===== config.mk =====
export PLATFORM = sky130hd
export DESIGN_NAME = hostbus_irq_regs
export DESIGN_NICKNAME = d
export VERILOG_FILES = /design/src/rtl/hbirq_pkg.sv /design/src/rtl/hbirq_bank.sv /design/src/rtl/hbirq_cfg.sv /design/src/rtl/hostbus_irq_regs.sv
export SDC_FILE = /design/constraint.sdc
export NUM_CORES = 1
export LEC_CHECK = 0
export BUFFER_PORTS_ARGS = -buffer_cell sky130_fd_sc_hd__clkbuf_2
export CAP_MARGIN = 20
export CORE_UTILIZATION = 28
export CTS_BUF_LIST = sky130_fd_sc_hd__clkbuf_8
export DETAILED_ROUTE_END_ITERATION = 6
export HOLD_SLACK_MARGIN = 0.02
export MAX_ROUTING_LAYER = met4
export PLACE_DENSITY = 0.47
export SYNTH_ARGS = -nofsm -noshare
export SYNTH_HDL_FRONTEND = slang
export SYNTH_SLANG_ARGS = --single-unit

===== constraint.sdc =====
create_clock -name clk -period 2.25 [get_ports clk]
set_input_delay 0.225 -clock clk [delete_from_list [all_inputs] [get_ports clk]]
set_output_delay 0.225 -clock clk [all_outputs]
set_load 0.05 [all_outputs]

===== src/rtl/hbirq_pkg.sv =====
package hbirq_pkg;

    localparam int unsigned DATA_W     = 32;
    localparam int unsigned HC_IRQ_BIT = 11;

    localparam logic [7:0] OFF_FWSEG  = 8'h24;
    localparam logic [7:0] OFF_RDSIZE = 8'h28;
    localparam logic [7:0] OFF_SIRQ   = 8'h30;
    localparam logic [7:0] OFF_HCMASK = 8'h34;
    localparam logic [7:0] OFF_HCSTAT = 8'h38;
    localparam logic [7:0] OFF_ERRADR = 8'h40;
    localparam logic [7:0] OFF_MSTAT  = 8'h50;
    localparam logic [7:0] OFF_MMASK  = 8'h54;
    localparam logic [7:0] OFF_MPOL   = 8'h58;
    localparam logic [7:0] OFF_MLIVE  = 8'h5C;

    // serial lines 31:15, link reset 10, sync errors / master bits 7:0
    localparam logic [DATA_W-1:0] HC_IMPL  = 32'hFFFF_84FF;
    localparam logic [DATA_W-1:0] MST_IMPL = '1;
    localparam logic [2:0]        RDSIZE_RST = 3'd2;

    typedef enum logic [3:0] {
        SEL_NONE, SEL_FWSEG, SEL_RDSIZE, SEL_SIRQ, SEL_HCMASK, SEL_HCSTAT,
        SEL_ERRADR, SEL_MSTAT, SEL_MMASK, SEL_MPOL, SEL_MLIVE
    } reg_sel_e;

    typedef struct packed {
        logic [DATA_W-1:0] seg;
        logic [2:0]        rdsize;
        logic              sirq_en;
        logic              sirq_quiet;
        logic [1:0]        sirq_start;
    } cfg_t;

    function automatic reg_sel_e decode_off(input logic [7:0] off);
        reg_sel_e s;
        case (off)
            OFF_FWSEG:  s = SEL_FWSEG;
            OFF_RDSIZE: s = SEL_RDSIZE;
            OFF_SIRQ:   s = SEL_SIRQ;
            OFF_HCMASK: s = SEL_HCMASK;
            OFF_HCSTAT: s = SEL_HCSTAT;
            OFF_ERRADR: s = SEL_ERRADR;
            OFF_MSTAT:  s = SEL_MSTAT;
            OFF_MMASK:  s = SEL_MMASK;
            OFF_MPOL:   s = SEL_MPOL;
            OFF_MLIVE:  s = SEL_MLIVE;
            default:    s = SEL_NONE;
        endcase
        return s;
    endfunction

    function automatic logic [DATA_W-1:0] pack_rdsize(input cfg_t c);
        return {5'd0, c.rdsize, 24'd0};
    endfunction

    function automatic logic [DATA_W-1:0] pack_sirq(input cfg_t c);
        return {c.sirq_en, c.sirq_quiet, 4'd0, c.sirq_start, 24'd0};
    endfunction

endpackage


===== src/rtl/hbirq_bank.sv =====
module hbirq_bank
    import hbirq_pkg::*;
#(
    parameter int unsigned      W    = 32,
    parameter logic [W-1:0]     IMPL = '1
) (
    input  logic         clk,
    input  logic         rst,
    input  logic [W-1:0] lines,
    input  logic [W-1:0] pol,
    input  logic         we_stat,
    input  logic         we_mask,
    input  logic [W-1:0] wdata,
    output logic [W-1:0] stat,
    output logic [W-1:0] mask,
    output logic         irq
);

    logic [W-1:0] set_vec, clr_vec, stat_d;

    always_comb begin
        set_vec = (lines ^ pol) & IMPL;
        clr_vec = we_stat ? wdata : '0;
        stat_d  = ((stat & ~clr_vec) | set_vec) & IMPL;
    end

    always_ff @(posedge clk) begin
        if (rst) begin
            stat <= '0;
            mask <= '0;
        end else begin
            stat <= stat_d;
            if (we_mask) mask <= wdata & IMPL;
        end
    end

    assign irq = |(stat & mask);

    // a pending set beats a clear at the same edge
    assert_set_wins_R4: assert property (@(posedge clk) disable iff (rst)
        (|set_vec) |=> ((stat & $past(set_vec)) == $past(set_vec)));

    // bits written as one are gone unless re-set
    assert_w1c_R3: assert property (@(posedge clk) disable iff (rst)
        we_stat |=> ((stat & $past(wdata & ~set_vec)) == '0));

    // with no write, set bits stay set
    assert_sticky_R2: assert property (@(posedge clk) disable iff (rst)
        !we_stat |=> ((stat & $past(stat)) == $past(stat)));

endmodule


===== src/rtl/hbirq_cfg.sv =====
module hbirq_cfg
    import hbirq_pkg::*;
(
    input  logic              clk,
    input  logic              rst,
    input  logic              we_seg,
    input  logic              we_rdsize,
    input  logic              we_sirq,
    input  logic [DATA_W-1:0] wdata,
    output cfg_t              cfg
);

    always_ff @(posedge clk) begin
        if (rst) begin
            cfg        <= '0;
            cfg.rdsize <= RDSIZE_RST;
        end else begin
            if (we_seg)    cfg.seg    <= wdata;
            if (we_rdsize) cfg.rdsize <= wdata[26:24];
            if (we_sirq) begin
                cfg.sirq_en    <= wdata[31];
                cfg.sirq_quiet <= wdata[30];
                cfg.sirq_start <= wdata[25:24];
            end
        end
    end

    // read size comes out of reset at the 4-byte encoding
    assert_rdsize_reset_R1: assert property (@(posedge clk) disable iff (rst)
        $fell(rst) |-> (cfg.rdsize == RDSIZE_RST));

endmodule


===== src/rtl/hostbus_irq_regs.sv =====
module hostbus_irq_regs
    import hbirq_pkg::*;
#(
    parameter int unsigned ADDR_W = 12
) (
    input  logic              clk,
    input  logic              rst,
    input  logic              wr_en,
    input  logic [ADDR_W-1:0] addr,
    input  logic [DATA_W-1:0] wdata,
    output logic [DATA_W-1:0] rdata,
    input  logic [DATA_W-1:0] hc_events,
    input  logic [DATA_W-1:0] mst_lines,
    output logic              irq_out
);

    logic     hi_zero;
    reg_sel_e sel;
    cfg_t     cfg;

    generate
        if (ADDR_W > 8) begin : g_hi
            assign hi_zero = ~|addr[ADDR_W-1:8];
        end else begin : g_nohi
            assign hi_zero = 1'b1;
        end
    endgenerate

    assign sel = (hi_zero && addr[1:0] == 2'b00) ? decode_off(addr[7:0]) : SEL_NONE;

    logic [DATA_W-1:0] hc_stat, hc_mask, mst_stat, mst_mask, mst_pol, mst_live;
    logic              hc_irq;

    hbirq_cfg u_cfg (
        .clk       (clk),
        .rst       (rst),
        .we_seg    (wr_en && sel == SEL_FWSEG),
        .we_rdsize (wr_en && sel == SEL_RDSIZE),
        .we_sirq   (wr_en && sel == SEL_SIRQ),
        .wdata     (wdata),
        .cfg       (cfg)
    );

    hbirq_bank #(.W(DATA_W), .IMPL(HC_IMPL)) u_hc (
        .clk     (clk),
        .rst     (rst),
        .lines   (hc_events),
        .pol     ('0),
        .we_stat (wr_en && sel == SEL_HCSTAT),
        .we_mask (wr_en && sel == SEL_HCMASK),
        .wdata   (wdata),
        .stat    (hc_stat),
        .mask    (hc_mask),
        .irq     (hc_irq)
    );

    always_ff @(posedge clk) begin
        if (rst)                          mst_pol <= '0;
        else if (wr_en && sel == SEL_MPOL) mst_pol <= wdata;
    end

    always_comb begin
        mst_live             = mst_lines;
        mst_live[HC_IRQ_BIT] = hc_irq;
    end

    hbirq_bank #(.W(DATA_W), .IMPL(MST_IMPL)) u_mst (
        .clk     (clk),
        .rst     (rst),
        .lines   (mst_live),
        .pol     (mst_pol),
        .we_stat (wr_en && sel == SEL_MSTAT),
        .we_mask (wr_en && sel == SEL_MMASK),
        .wdata   (wdata),
        .stat    (mst_stat),
        .mask    (mst_mask),
        .irq     (irq_out)
    );

    always_comb begin
        unique case (sel)
            SEL_FWSEG:  rdata = cfg.seg;
            SEL_RDSIZE: rdata = pack_rdsize(cfg);
            SEL_SIRQ:   rdata = pack_sirq(cfg);
            SEL_HCMASK: rdata = hc_mask;
            SEL_HCSTAT: rdata = hc_stat;
            SEL_ERRADR: rdata = '0;
            SEL_MSTAT:  rdata = mst_stat;
            SEL_MMASK:  rdata = mst_mask;
            SEL_MPOL:   rdata = mst_pol;
            SEL_MLIVE:  rdata = mst_live;
            default:    rdata = '1;
        endcase
    end

    // a raised controller interrupt lands in master bit 11 next edge
    assert_hc_route_R5: assert property (@(posedge clk) disable iff (rst)
        hc_irq |=> mst_stat[HC_IRQ_BIT]);

    // nothing can raise the output while the master mask is clear
    assert_irq_masked_R7: assert property (@(posedge clk) disable iff (rst)
        (mst_mask == '0) |-> !irq_out);

endmodule


==> results.cfg <==
[min_path]
holdPathStages = 2
hold_class = input pin to flip-flop

[power]
ir_drop_uv = 376
p_leak_nw = 5.73
p_per_area_nw_per_um2 = 453

[drt]
drt_pass1_iterations = 7
vias = 10500
wl_per_cell_um = 22.5
finalWirelength_um = 44400
drtIter0Drc = 990
drc = 0
routed_via_density = 5.35
ant_nets = 0

[logic_synthesis]
syn-num-nets = 1310
synthesis.instances = 1199
synth.distinct_cells = 63
synth_ff_type = dfxtp_1
synth.cell_area_um2 = 9420
ys_seq_area_share_pct = 39.8
ys_async_sr_fraction_pct = 0
ys_ff_latch = 187
ys_warn_count = 0
syn_avg_cell_area_um2 = 7.85
synth_edf_count = 0

[critical_path]
rr_worst_depth = 8
cp_max_fo = 2
cp.depth = 8
reg2reg_slack_ns = 0.66
cp-end-kind = output pin
cp-start-kind = flip-flop
path_delay_family = compound AO/OA/AOI/OAI gates
cpMaxStageDelayCell = dfxtp_4
worstSetupPathType = flip-flop to output pin
crit_path_cell_trace = a22oi_2, nand4_1, nor2_4, nand4_1, buf_6, mux2_4, a211o_4, clkbuf_16
timing.critical_path.buf_inv = 2
crit_path_frequent_cell = nand4_1
cp.arrival_ns = 2.41
cpPeakStageDelay_ns = 0.39
critPathRequiredTime_ns = 2.03

[cts]
clock_path_buffers = 2
htreeDepth = 4
tritoncts_num_sinks = 187
clk_pin_slew_ns = 0.11
clock-root-buffer = clkbuf_8
numCtsBuffers = 17
insertion_delay_ns = 0.50
cts_tree = done

[layout]
area_growth_pct = 55.5
layout.nets = 1625
final_util_pct = 44.7
final_layout_size_suffix_gt1_share_pct = 35.2
n_antenna_cell = 0
num-fill-cells = 3263

[die]
io_pins = 144
die-height_um = 185
core_um2 = 32800
die-width_um = 185
design.die.area_um2 = 34400
start_util_pct = 28.7
rows = 66

[global_routing]
overflow = 0
antenna_found_initial = 1
grt_pass1_vias = 10100
grt.total_usage_pct = 26.6
grt_max_degree = 53
grt_pass1_wl_um = 64500

[run_status]
outcome = finished with violations
violations = setup timing

[run]
cap_viol_max_count = 0

[placed_design]
pre_cts_ws_ns = -0.441
dp_hpwl_um = 31300
io_buffer_count = 136
finalWeightedCongestion = 0.913

[sta]
slew_headroom_pct = 66.0
finalHoldViolCount = 0
fmax_ghz = 0.380
min_period_ns = 2.63
fin_skew_ns = 0.0133
tightest_slew_ns = 0.508
setup_tns_ns = -5.55
setup-violations-final = 33
slew_viol_final = 0
rsz0062_at_grt = true
timing.final.ws_setup_ns = -0.382
period_share_pct = 117
==> layout make-up <==
| type | instances | area (um^2) | area share (%) |
|---|---|---|---|
| clock buffers | 18 | 248 | 1.69 |
| well taps | 442 | 553 | 3.78 |
| multi-input cells | 889 | 5930 | 40.5 |
| flip-flops and latches | 187 | 3760 | 25.7 |
| inverters | 28 | 105 | 0.718 |
| clock inverters | 14 | 144 | 0.983 |
| repair buffers | 391 | 3900 | 26.6 |
==> path summary, 6_finish.rpt <==
| check | start | endpoint |
|---|---|---|
| setup / recovery | u_hc.stat[4] | rdata[11] |
| hold / removal | wdata[21] | u_hc.stat[21] |
| setup reg to reg | u_hc.stat[4] | u_mst.stat[11] |
| hold reg to reg | u_cfg.cfg[21] | u_cfg.cfg[21] |
==> cells in the final DEF (no fill, tap or decap), types with 20 or more instances in the layout <==
master           n
buf_12          64
clkbuf_2        94
nand2_1        267
nand3_1         40
clkbuf_8        20
inv_1           30
buf_4          156
buf_6           29
a22oi_1         20
nor2_1          66
a21oi_1        165
dlygate4sd3_1   31
xor2_1          31
a311oi_1        26
dfxtp_1        176
==> worst register-to-register path: cells and delay by family, from the launching register on <==
kind,cells,cell delay (ns)
compound gates,2,0.26
flops,1,0.39
simple gates,3,0.41
xor+xnor,1,0.13
buf+inv,2,0.29
==> Yosys cell counts, types with 11 or more instances <==
master | count | area share (%)
nand4_1 | 11 | 0.73
a22o_1 | 19 | 1.8
a21oi_1 | 176 | 9.4
xor2_1 | 33 | 3.1
nand2_1 | 272 | 11
inv_1 | 28 | 1.1
dfxtp_1 | 187 | 40
buf_2 | 28 | 1.5
a221oi_1 | 20 | 1.9
clkbuf_1 | 53 | 2.1
mux2i_1 | 25 | 2.7
nand3_1 | 54 | 2.9
nor2_1 | 71 | 2.8
and4_1 | 12 | 1.1
a22oi_1 | 38 | 3.0
o211ai_1 | 15 | 1.2
a311oi_1 | 27 | 2.5
==> state kept, by name, summed over array words and instances, names as in the netlist <==
name        count
mst_pol        32
u_cfg.cfg      39
u_hc.mask      26
u_hc.stat      26
u_mst.mask     32
u_mst.stat     32
==> metrics by stage <==
| step | hold WS [ns] | cells | power (W) | cell area (um^2) |
|---|---|---|---|---|
| 3_3_place_gp | 0.442 | 1867 | 0.00420 | 12600 |
| 6_report | 0.0335 | 1969 | 0.00663 | 14600 |
| 3_5_place_dp | 0.447 | 1867 | 0.00420 | 12600 |
| 5_1_grt | 0.0225 | 1969 | 0.00687 | 14600 |
| 2_1_floorplan | 0.334 | 1199 | 0.00376 | 9670 |
| 4_1_cts | 0.0249 | 1951 | 0.00661 | 14100 |
==> metal layers <==
metal  global-route usage, %  wire (um)  vias to the layer above
met3                    4.99       3380                       58
met1                    35.2      19700                     5112
li1                        -          -                     4947
met5                       -          0                        -
met2                    41.1      20200                      411
met4                    7.40       1050                        0
==> logic make-up (layout without fill, tap and decap cells) <==
family,Yosys count,count (layout),synth area share (%)
muxes,28,28,3.02
AOI/OAI and AO/OA,355,355,25.0
buffers and inverters,124,451,6.03
xor gates and xnor gates,35,35,3.26
DFF,187,187,39.8
and+or+nand+nor,470,471,22.9
==> power by group <==
part / switching, W / total (W) / internal (W) / leakage [nW]
Clock: 0.00133 / 0.00235 / 0.00102 / 0.199
Combinational: 0.000451 / 0.000813 / 0.000362 / 4.01
Sequential: 0.0000853 / 0.00347 / 0.00338 / 1.53
Total: 0.00186 / 0.00663 / 0.00477 / 5.73
==> repair_timing <==
item	CTS	global route
gates cloned	4	1
hold buffers	31	0
pin swaps	50	54
hold endpoints to repair	42	0
setup buffers	17	20
setup endpoints to repair	33	33
resized for setup	134	88
(Power assumes the default switching activity.)
